--- config.mk ---
export PLATFORM = sky130hd
export DESIGN_NAME = scan_tap
export DESIGN_NICKNAME = d
export VERILOG_FILES = /design/src/rtl/scan_tap_pkg.sv /design/src/rtl/scan_tap_fsm.sv /design/src/rtl/scan_tap_ir.sv /design/src/rtl/scan_tap.sv
export SDC_FILE = /design/constraint.sdc
export NUM_CORES = 1
export LEC_CHECK = 0
export BUFFER_PORTS_ARGS = -buffer_cell sky130_fd_sc_hd__buf_4
export CORE_MARGIN = 5
export CORE_UTILIZATION = 30
export DETAILED_ROUTE_END_ITERATION = 10
export PLACE_DENSITY_LB_ADDON = 0.05
export SYNTH_ARGS = -nofsm -noshare
export SYNTH_HDL_FRONTEND = slang
export SYNTH_SLANG_ARGS = --single-unit
--- constraint.sdc ---
create_clock -name tck -period 1.3 [get_ports tck]
set_input_delay 0.195 -clock tck [delete_from_list [all_inputs] [get_ports tck]]
set_output_delay 0.195 -clock tck [all_outputs]
set_load 0.005 [all_outputs]
--- src/rtl/scan_tap_pkg.sv ---
package scan_tap_pkg;

  typedef enum logic [3:0] {
    ST_TLR, ST_RTI,
    ST_SEL_DR, ST_CAP_DR, ST_SHF_DR, ST_EX1_DR, ST_PAU_DR, ST_EX2_DR, ST_UPD_DR,
    ST_SEL_IR, ST_CAP_IR, ST_SHF_IR, ST_EX1_IR, ST_PAU_IR, ST_EX2_IR, ST_UPD_IR
  } tap_state_e;

  typedef enum logic [2:0] {
    OP_EXTEST, OP_SAMPLE, OP_HIGHZ, OP_CLAMP, OP_BYPASS
  } tap_op_e;

endpackage

--- src/rtl/scan_tap_fsm.sv ---
module scan_tap_fsm
  import scan_tap_pkg::*;
(
  input  logic       tck,
  input  logic       trst_n,
  input  logic       tms,
  output tap_state_e state_q
);

  tap_state_e state_d;

  always_comb begin
    state_d = state_q;
    unique case (state_q)
      ST_TLR:    state_d = tms ? ST_TLR    : ST_RTI;
      ST_RTI:    state_d = tms ? ST_SEL_DR : ST_RTI;
      ST_SEL_DR: state_d = tms ? ST_SEL_IR : ST_CAP_DR;
      ST_CAP_DR: state_d = tms ? ST_EX1_DR : ST_SHF_DR;
      ST_SHF_DR: state_d = tms ? ST_EX1_DR : ST_SHF_DR;
      ST_EX1_DR: state_d = tms ? ST_UPD_DR : ST_PAU_DR;
      ST_PAU_DR: state_d = tms ? ST_EX2_DR : ST_PAU_DR;
      ST_EX2_DR: state_d = tms ? ST_UPD_DR : ST_SHF_DR;
      ST_UPD_DR: state_d = tms ? ST_SEL_DR : ST_RTI;
      ST_SEL_IR: state_d = tms ? ST_TLR    : ST_CAP_IR;
      ST_CAP_IR: state_d = tms ? ST_EX1_IR : ST_SHF_IR;
      ST_SHF_IR: state_d = tms ? ST_EX1_IR : ST_SHF_IR;
      ST_EX1_IR: state_d = tms ? ST_UPD_IR : ST_PAU_IR;
      ST_PAU_IR: state_d = tms ? ST_EX2_IR : ST_PAU_IR;
      ST_EX2_IR: state_d = tms ? ST_UPD_IR : ST_SHF_IR;
      ST_UPD_IR: state_d = tms ? ST_SEL_DR : ST_RTI;
      default:   state_d = ST_TLR;
    endcase
  end

  always_ff @(posedge tck or negedge trst_n) begin
    if (!trst_n) state_q <= ST_TLR;
    else         state_q <= state_d;
  end

endmodule

--- src/rtl/scan_tap_ir.sv ---
module scan_tap_ir
  import scan_tap_pkg::*;
#(
  parameter int IR_W = 4
) (
  input  logic       tck,
  input  logic       trst_n,
  input  logic       tdi,
  input  tap_state_e state_q,
  output logic       ir_so,
  output tap_op_e    op
);

  localparam logic [IR_W-1:0] CAPT_PAT = IR_W'(1);
  localparam logic [IR_W-1:0] BYP_CODE = '1;
  localparam logic [IR_W-1:0] C_EXTEST = '0;
  localparam logic [IR_W-1:0] C_SAMPLE = IR_W'(1);
  localparam logic [IR_W-1:0] C_HIGHZ  = IR_W'(4);
  localparam logic [IR_W-1:0] C_CLAMP  = IR_W'(5);

  logic [IR_W-1:0] sr_q;
  logic [IR_W-1:0] ir_q;

  always_ff @(posedge tck or negedge trst_n) begin
    if (!trst_n) begin
      sr_q <= CAPT_PAT;
      ir_q <= BYP_CODE;
    end else begin
      case (state_q)
        ST_CAP_IR: sr_q <= CAPT_PAT;
        ST_SHF_IR: sr_q <= {tdi, sr_q[IR_W-1:1]};
        ST_UPD_IR: ir_q <= sr_q;
        ST_TLR:    ir_q <= BYP_CODE;
        default:   ;
      endcase
    end
  end

  assign ir_so = sr_q[0];

  always_comb begin
    if (state_q == ST_TLR)      op = OP_BYPASS;
    else if (ir_q == C_EXTEST)  op = OP_EXTEST;
    else if (ir_q == C_SAMPLE)  op = OP_SAMPLE;
    else if (ir_q == C_HIGHZ)   op = OP_HIGHZ;
    else if (ir_q == C_CLAMP)   op = OP_CLAMP;
    else                        op = OP_BYPASS;
  end

endmodule

--- src/rtl/scan_tap.sv ---
module scan_tap
  import scan_tap_pkg::*;
#(
  parameter int IR_W = 4
) (
  input  logic tck,
  input  logic trst_n,
  input  logic tms,
  input  logic tdi,
  output logic tdo,
  output logic tdo_oe,
  input  logic chain_so,
  output logic chain_sel,
  output logic chain_capture,
  output logic chain_shift,
  output logic chain_update,
  output logic soft_rst,
  output logic out_from_chain,
  output logic hiz_en,
  output logic clamp_en
);

  tap_state_e state_q;
  tap_op_e    op;
  logic       ir_so;
  logic       byp_q;
  logic       in_shift_ir;
  logic       in_shift_dr;

  scan_tap_fsm u_fsm (
    .tck     (tck),
    .trst_n  (trst_n),
    .tms     (tms),
    .state_q (state_q)
  );

  scan_tap_ir #(.IR_W(IR_W)) u_ir (
    .tck     (tck),
    .trst_n  (trst_n),
    .tdi     (tdi),
    .state_q (state_q),
    .ir_so   (ir_so),
    .op      (op)
  );

  assign in_shift_ir = (state_q == ST_SHF_IR);
  assign in_shift_dr = (state_q == ST_SHF_DR);

  // Bypass stage: zero on capture, one-bit shift path otherwise
  always_ff @(posedge tck or negedge trst_n) begin
    if (!trst_n)                    byp_q <= 1'b0;
    else if (state_q == ST_CAP_DR)  byp_q <= 1'b0;
    else if (in_shift_dr)           byp_q <= tdi;
  end

  assign chain_sel      = (op == OP_EXTEST) || (op == OP_SAMPLE);
  assign soft_rst       = (op == OP_EXTEST);
  assign out_from_chain = (op == OP_EXTEST) || (op == OP_CLAMP);
  assign hiz_en         = (op == OP_HIGHZ);
  assign clamp_en       = (op == OP_CLAMP);

  assign chain_capture  = chain_sel && (state_q == ST_CAP_DR);
  assign chain_shift    = chain_sel && in_shift_dr;
  assign chain_update   = chain_sel && (state_q == ST_UPD_DR);

  // Serial output launched on the falling edge
  always_ff @(negedge tck or negedge trst_n) begin
    if (!trst_n) begin
      tdo    <= 1'b0;
      tdo_oe <= 1'b0;
    end else begin
      tdo_oe <= in_shift_ir || in_shift_dr;
      if (in_shift_ir)    tdo <= ir_so;
      else if (chain_sel) tdo <= chain_so;
      else                tdo <= byp_q;
    end
  end

endmodule

==> flow_metrics.env, run 1 <==
export IMPL_die_w_microns=65.10
export IMPL_rsz0062_at_grt="true"
export IMPL_synth_area_leaders="dfrtp_1 (22%), dfstp_2 (14%), o21ai_0 (6.0%)"
export IMPL_timing_hold_ws_ps=168.6
export IMPL_synth_fp_nets=110
export IMPL_setup_violations=21
export IMPL_synth_top_area_cell="dfrtp_1"
export IMPL_drv_cap=0
export IMPL_synth_seq_area_share_pct=41.90
export IMPL_final_common_cell="buf_4"
export IMPL_clk_latency_ps=290
export IMPL_drtAntennaViolNets=0
export IMPL_p_leak_nw=0.6397
export IMPL_grt_util_all_layers_pct=12.85
export IMPL_coreArea_sq_um=2978
export IMPL_hpwl_microns=1713
export IMPL_p_per_area_nw_per_um2=2206
export IMPL_worstSetupPathType="reg2reg"
export IMPL_max_slew_margin_pct=80.85
export IMPL_hold_path_class="in2reg"
export IMPL_violations="negative setup slack"
export IMPL_cp_data_arrival_time_ps=1500
export IMPL_floorplan_initialDensity_pct=30.59
export IMPL_viasPerCell=5.162
export IMPL_cts_tree="done"
export IMPL_vias=924
export IMPL_clk_path_buf_depth=2
export IMPL_die_y_microns=65.10
export IMPL_finalHoldViolCount=0
export IMPL_layout_common_cells="buf_4 (30), buf_6 (14), o21ai_1 (11)"
export IMPL_grt_remaining_overflow=0
export IMPL_finalClockSkew_ps=4.646
export IMPL_worstPathMaxFanout=2
export IMPL_synth_area_per_cell_sq_um=8.675
export IMPL_antennaDiodeCount=0
export IMPL_end_kind="register"
export IMPL_layout_nets=152
export IMPL_post_drt_wl_per_cell_microns=14.39
export IMPL_drt_iter0_drc=24
export IMPL_htree_num_levels=1
export IMPL_crit_chain="buf_6 -> or4b_4 -> buf_4 -> nand2_2"
export IMPL_critPathMaxStageDelay_ps=480
export IMPL_place_congestion=0.7432
export IMPL_cts_sinks=15
export IMPL_grt_pass1_vias=887
export IMPL_drt_total_wl_microns=2575
export IMPL_synth_edf_count=0
export IMPL_rows=20
export IMPL_clk_pin_slew_ps=90
export IMPL_crit_path_top_delay_cell="or4b_4"
export IMPL_irDropWorstVdd_v=0.0006625
export IMPL_yosysWarnings=0
export IMPL_finalPower_mw=3.356
export IMPL_synth_area_sq_um=910.9
export IMPL_required_ps=980
export IMPL_async_flop_share_pct=100.0
export IMPL_pre_cts_ws_ps=-470.5
export IMPL_syn_instance_count=105
export IMPL_final_util_pct=51.09
export IMPL_io_pins=15
export IMPL_grt_max_degree=19
export IMPL_io_buffers=14
export IMPL_synth_seq_cells=15
export IMPL_cts_buffers=3
export IMPL_grt_pass1_wl_microns=4146
export IMPL_drc=0
export IMPL_synth_cell_types=37
export IMPL_cp_start_kind="register"
export IMPL_die_area_sq_um=4238
export IMPL_dr_pass1_iters=4
export IMPL_cts_root_buffer="clkbuf_4"
export IMPL_antenna_found_initial=0
export IMPL_status="complete, but fails checks"
export IMPL_worst_slack_ps=-522.4
export IMPL_area_growth_pct=67.03
export IMPL_synthFlopType="dfrtp_1"
export IMPL_drv_slew=0
export IMPL_layout_drive_gt1_share_pct=56.85
export IMPL_synth_top_area_share_pct=21.98
export IMPL_tightest_slew_ps=286.4
layout make-up:
type / instances / area (sq um)
Sequential cell: 15 / 384.1
Clock buffer: 4 / 26.28
Tap cell: 33 / 41.29
Inverter: 2 / 7.507
Multi-Input combinational cell: 78 / 629.4
Fill cell: 279 / 1456
Timing Repair Buffer: 47 / 432.9
through the flow:
stage | TNS (ps) | std cells | cell area (sq um)
2_1_floorplan | -1153 | 105 | 927.1
4_1_cts | -5307 | 176 | 1374
6_report | -5871 | 179 | 1521
5_1_grt | -7625 | 179 | 1521
3_3_place_gp | -2169 | 164 | 1175
3_5_place_dp | -2149 | 164 | 1175
path summary, 6_finish.rpt:
path / start / end / slack [ps] / depth (start not counted)
max: u_fsm.state_q[3] / tdo_oe / -520 / 4
min in group asynchronous: trst_n / u_fsm.state_q[2] / 300 / 2
max reg2reg: u_fsm.state_q[3] / tdo_oe / -520 / 4
max in group asynchronous: trst_n / tdo / 250 / 2
min: tdi / u_ir.sr_q[3] / 170 / 3
min reg2reg: u_ir.sr_q[1] / u_ir.sr_q[1] / 540 / 2
worst max-delay path: cells and delay by family (launching register included):
| family | cells | cell delay, ps |
|---|---|---|
| buf+inv | 2 | 280 |
| simple gates | 2 | 520 |
| flops | 1 | 420 |
sequential cells by signal, summed over array words and instances (netlist names):
register and cells:
byp_q 1, tdo 1, tdo_oe 1, u_fsm.state_q 4
u_ir.ir_q 4, u_ir.sr_q 4
where the power goes:
part | internal (mW) | switching, mW | total (mW)
registers | 0.708 | 0.189 | 0.896
clock network | 0.119 | 0.150 | 0.269
logic | 1.18 | 1.01 | 2.19
total | 2.01 | 1.35 | 3.36
cells by family (layout without fill, tap and decap cells):
group           after synthesis  after routing  synth area share (%)
buf+inv                      12             53                 7.006
compound gates               29             29                 20.06
simple gates                 47             47                 29.12
xor+xnor                      2              2                 1.923
flops                        15             15                 41.90
Yosys cell counts, drive strengths merged, types with 3 or more instances:
library cell  instances
o21ai                11
dfrtp                 8
nor4                  4
nand3                 3
nor3                  4
buf                   8
a22oi                 4
nor2                 10
a21oi                 4
nand2                10
dfstp                 5
timing repair:
action	in CTS	in global routing
endpoints found under the setup margin	21	25
gates resized for setup	28	34
hold buffers	1	0
cloned	0	0
hold endpoints to repair	13	0
setup buffers	7	4
pin swaps	10	14
layer usage:
layer | global-route usage [%] | up-vias | part of all wire (%)
li1 | - | 467 | -
met1 | 16.77 | 432 | 46
met2 | 19.16 | 19 | 47
met3 | 5.128 | 6 | 5.3
met4 | 4.663 | 0 | 2.0
met5 | 0 | - | 0
No activity file was read; power rests on OpenSTA's default activity.
==> inputs of run 2 (changes only) <==
==> constraint.sdc (replaced) <==
create_clock -name tck -period 1.3 [get_ports tck]
set_input_delay 0.195 -clock tck [delete_from_list [all_inputs] [get_ports tck]]
set_output_delay 0.195 -clock tck [all_outputs]
set_load 0.1 [all_outputs]
==> run 2 against run 1 <==
  * The flow still finishes with violations (negative setup slack)
  * Via count grew 0.97%
  * Combinational power increased by 11%
  * Design area grew 4.9%
  * First-iteration DRC count rose by 58%
  * Sequential cell count stayed put
  * Global-route usage rose by 0.59 points
  * Non-clock buffer count up 1
  * Register-to-register slack got worse by 40 ps
  * Critical endpoint is now chain_shift
  * Highest routed layer unchanged
==> flow_metrics.env, run 2 (same netlist as run 1, synthesis figures left out) <==
export IMPL_status="complete, but fails checks"
export IMPL_violations="negative setup slack"
export IMPL_grt_util_all_layers_pct=13.44
export IMPL_end_kind="primary output"
export IMPL_die_area_sq_um=4238
export IMPL_internal_power_mw=1.993
export IMPL_setup_violations=23
export IMPL_io_pins=15
export IMPL_timing_rr_start="u_fsm.state_q[3]"
export IMPL_layout_common_cells="buf_4 (27), o21ai_1 (11), buf_6 (11)"
export IMPL_drc=0
export IMPL_ff2ff_setup_slack_ps=-560
export IMPL_worst_slack_ps=-608.5
export IMPL_fin_crit_ps=1909
export IMPL_cts_tree="done"
export IMPL_worstHoldStart="tdi"
export IMPL_grt_pass1_wl_microns=4429
export IMPL_p_per_area_nw_per_um2=2257
export IMPL_p_clk_share_pct=7.7
export IMPL_hpwl_microns=1794
export IMPL_irDropWorstVdd_v=0.0006959
export IMPL_finalHoldViolCount=0
export IMPL_clk_path_buf_depth=2
export IMPL_worstPathMaxFanout=3
export IMPL_cts_buffers=3
export IMPL_dr_pass1_iters=4
export IMPL_clk_pin_slew_ps=100
export IMPL_swShare_pct=44.70
export IMPL_timing_hold_ws_ps=166.7
export IMPL_drv_cap=0
export IMPL_fill_cells=271
export IMPL_hold_path_class="in2reg"
export IMPL_switchingPower_mw=1.611
export IMPL_seq_area_sq_um=382.9
export IMPL_rows=20
export IMPL_max_slew_margin_pct=79.56
export IMPL_r2r_end="tdo"
export IMPL_seqPwrFrac_pct=24.6
export IMPL_reg2reg_depth=3
export IMPL_die_w_microns=65.10
export IMPL_grt_remaining_overflow=0
export IMPL_cp_start_kind="register"
export IMPL_clk_latency_ps=290
export IMPL_multi_input_area_sq_um=625.6
export IMPL_grt_max_degree=16
export IMPL_viasPerCell=5.183
export IMPL_whs_endpoint="u_ir.sr_q[3]"
export IMPL_antennaDiodeCount=0
export IMPL_antenna_found_initial=0
export IMPL_final_common_cell="buf_4"
export IMPL_area_growth_pct=75.27
export IMPL_drv_slew=0
export IMPL_die_y_microns=65.10
export IMPL_coreArea_sq_um=2978
export IMPL_power_frac_comb_pct=67.6
export IMPL_pre_cts_ws_ps=-513.3
export IMPL_floorplan_initialDensity_pct=30.59
export IMPL_rsz0062_at_grt="true"
export IMPL_layout_drive_gt1_share_pct=55.78
export IMPL_finalClockSkew_ps=2.370
export IMPL_io_buffers=14
export IMPL_vias=933
export IMPL_cts_root_buffer="clkbuf_4"
export IMPL_hold_depth=3
export IMPL_drt_total_wl_microns=2495
export IMPL_drtAntennaViolNets=0
export IMPL_place_congestion=0.7568
export IMPL_worstSetupPathType="reg2out"
export IMPL_fmaxAchievable_mhz=524.0
export IMPL_largest_registers="u_fsm.state_q x4, u_ir.ir_q x4, u_ir.sr_q x4"
export IMPL_cp_data_arrival_time_ps=1710
export IMPL_post_drt_wl_per_cell_microns=13.86
export IMPL_cts_sinks=15
export IMPL_fin_crit_sh_pct=146.8
export IMPL_required_ps=1110
export IMPL_grt_pass1_vias=934
export IMPL_htree_num_levels=1
export IMPL_tightest_slew_ps=304.3
export IMPL_drt_iter0_drc=38
export IMPL_layout_nets=153
export IMPL_p_leak_nw=0.6497
run 2: cell count changes in the layout (fill, tap and decap cells not counted), moves of 2 or more:
cell,change
nor3_2,-3
nor3_4,+2
buf_12,+6
a211oi_2,-2
a211oi_1,+2
buf_4,-3
buf_6,-3
run 2: critical path, cell delays in order (launching register included):
cell and delay, ps:
dfrtp_2 460, buf_6 130, or4b_4 540, nor2_4 120, buf_12 180
run 2: how the worst max path moves through the flow:
stage	startpoint	to	slack [ps]	cells past startpoint
6_report	u_fsm.state_q[3]	chain_shift	-610	4
5_1_grt	u_fsm.state_q[3]	chain_shift	-660	4
4_1_cts	u_fsm.state_q[3]	chain_shift	-610	4
3_5_place_dp	u_ir.ir_q[2]	tdo	-510	3
3_3_place_gp	u_ir.ir_q[2]	tdo	-510	3
2_1_floorplan	u_ir.ir_q[2]	chain_capture	-850	3
run 2: routing by layer:
metal	vias to the layer above	GRT usage, %	routed length [microns]
met5	-	0	0
met4	0	3.886	25
met3	5	3.248	78
met2	17	20.05	1144
met1	440	19.27	1247
li1	471	-	-
run 2: power by group through the flow:
stage                     clock network [mW]  registers (mW)  logic (mW)
after floorplan                            0            1.09       0.987
after global placement                     0           0.871        1.90
after detailed placement                   0           0.868        1.91
after CTS                              0.284           0.880        2.26
after global routing                   0.310           0.918        2.63
final                                  0.279           0.888        2.44
run 2: through the flow:
stage          instances  util [%]  instance area, sq um  power, mW  TNS [ps]
3_5_place_dp         170     43.11                  1284      2.777     -4988
2_1_floorplan        105         -                 993.5      2.075     -7007
4_1_cts              180     51.97                  1548      3.427     -7315
5_1_grt              180     53.61                  1597      3.855     -8059
6_report             180     53.61                  1597      3.603     -6752
3_3_place_gp         170     43.11                  1284      2.770     -5074
run 2: cell type report:
type | instances | area share [%]
Multi-Input combinational cell | 78 | 39.18
Timing Repair Buffer | 48 | 32.05
Inverter | 2 | 0.4702
Sequential cell | 15 | 23.98
Tap cell | 33 | 2.586
Clock buffer | 3 | 1.411
Clock inverter | 1 | 0.3135
run 2: timing repair:
| action | in CTS | in global routing |
|---|---|---|
| hold endpoints to repair | 13 | 0 |
| endpoints found under the setup margin | 25 | 25 |
| buffers inserted | 5 | 1 |
| hold buffers | 1 | 0 |
| pin swaps | 16 | 3 |
| gates cloned | 0 | 0 |
| gates resized for setup | 51 | 18 |
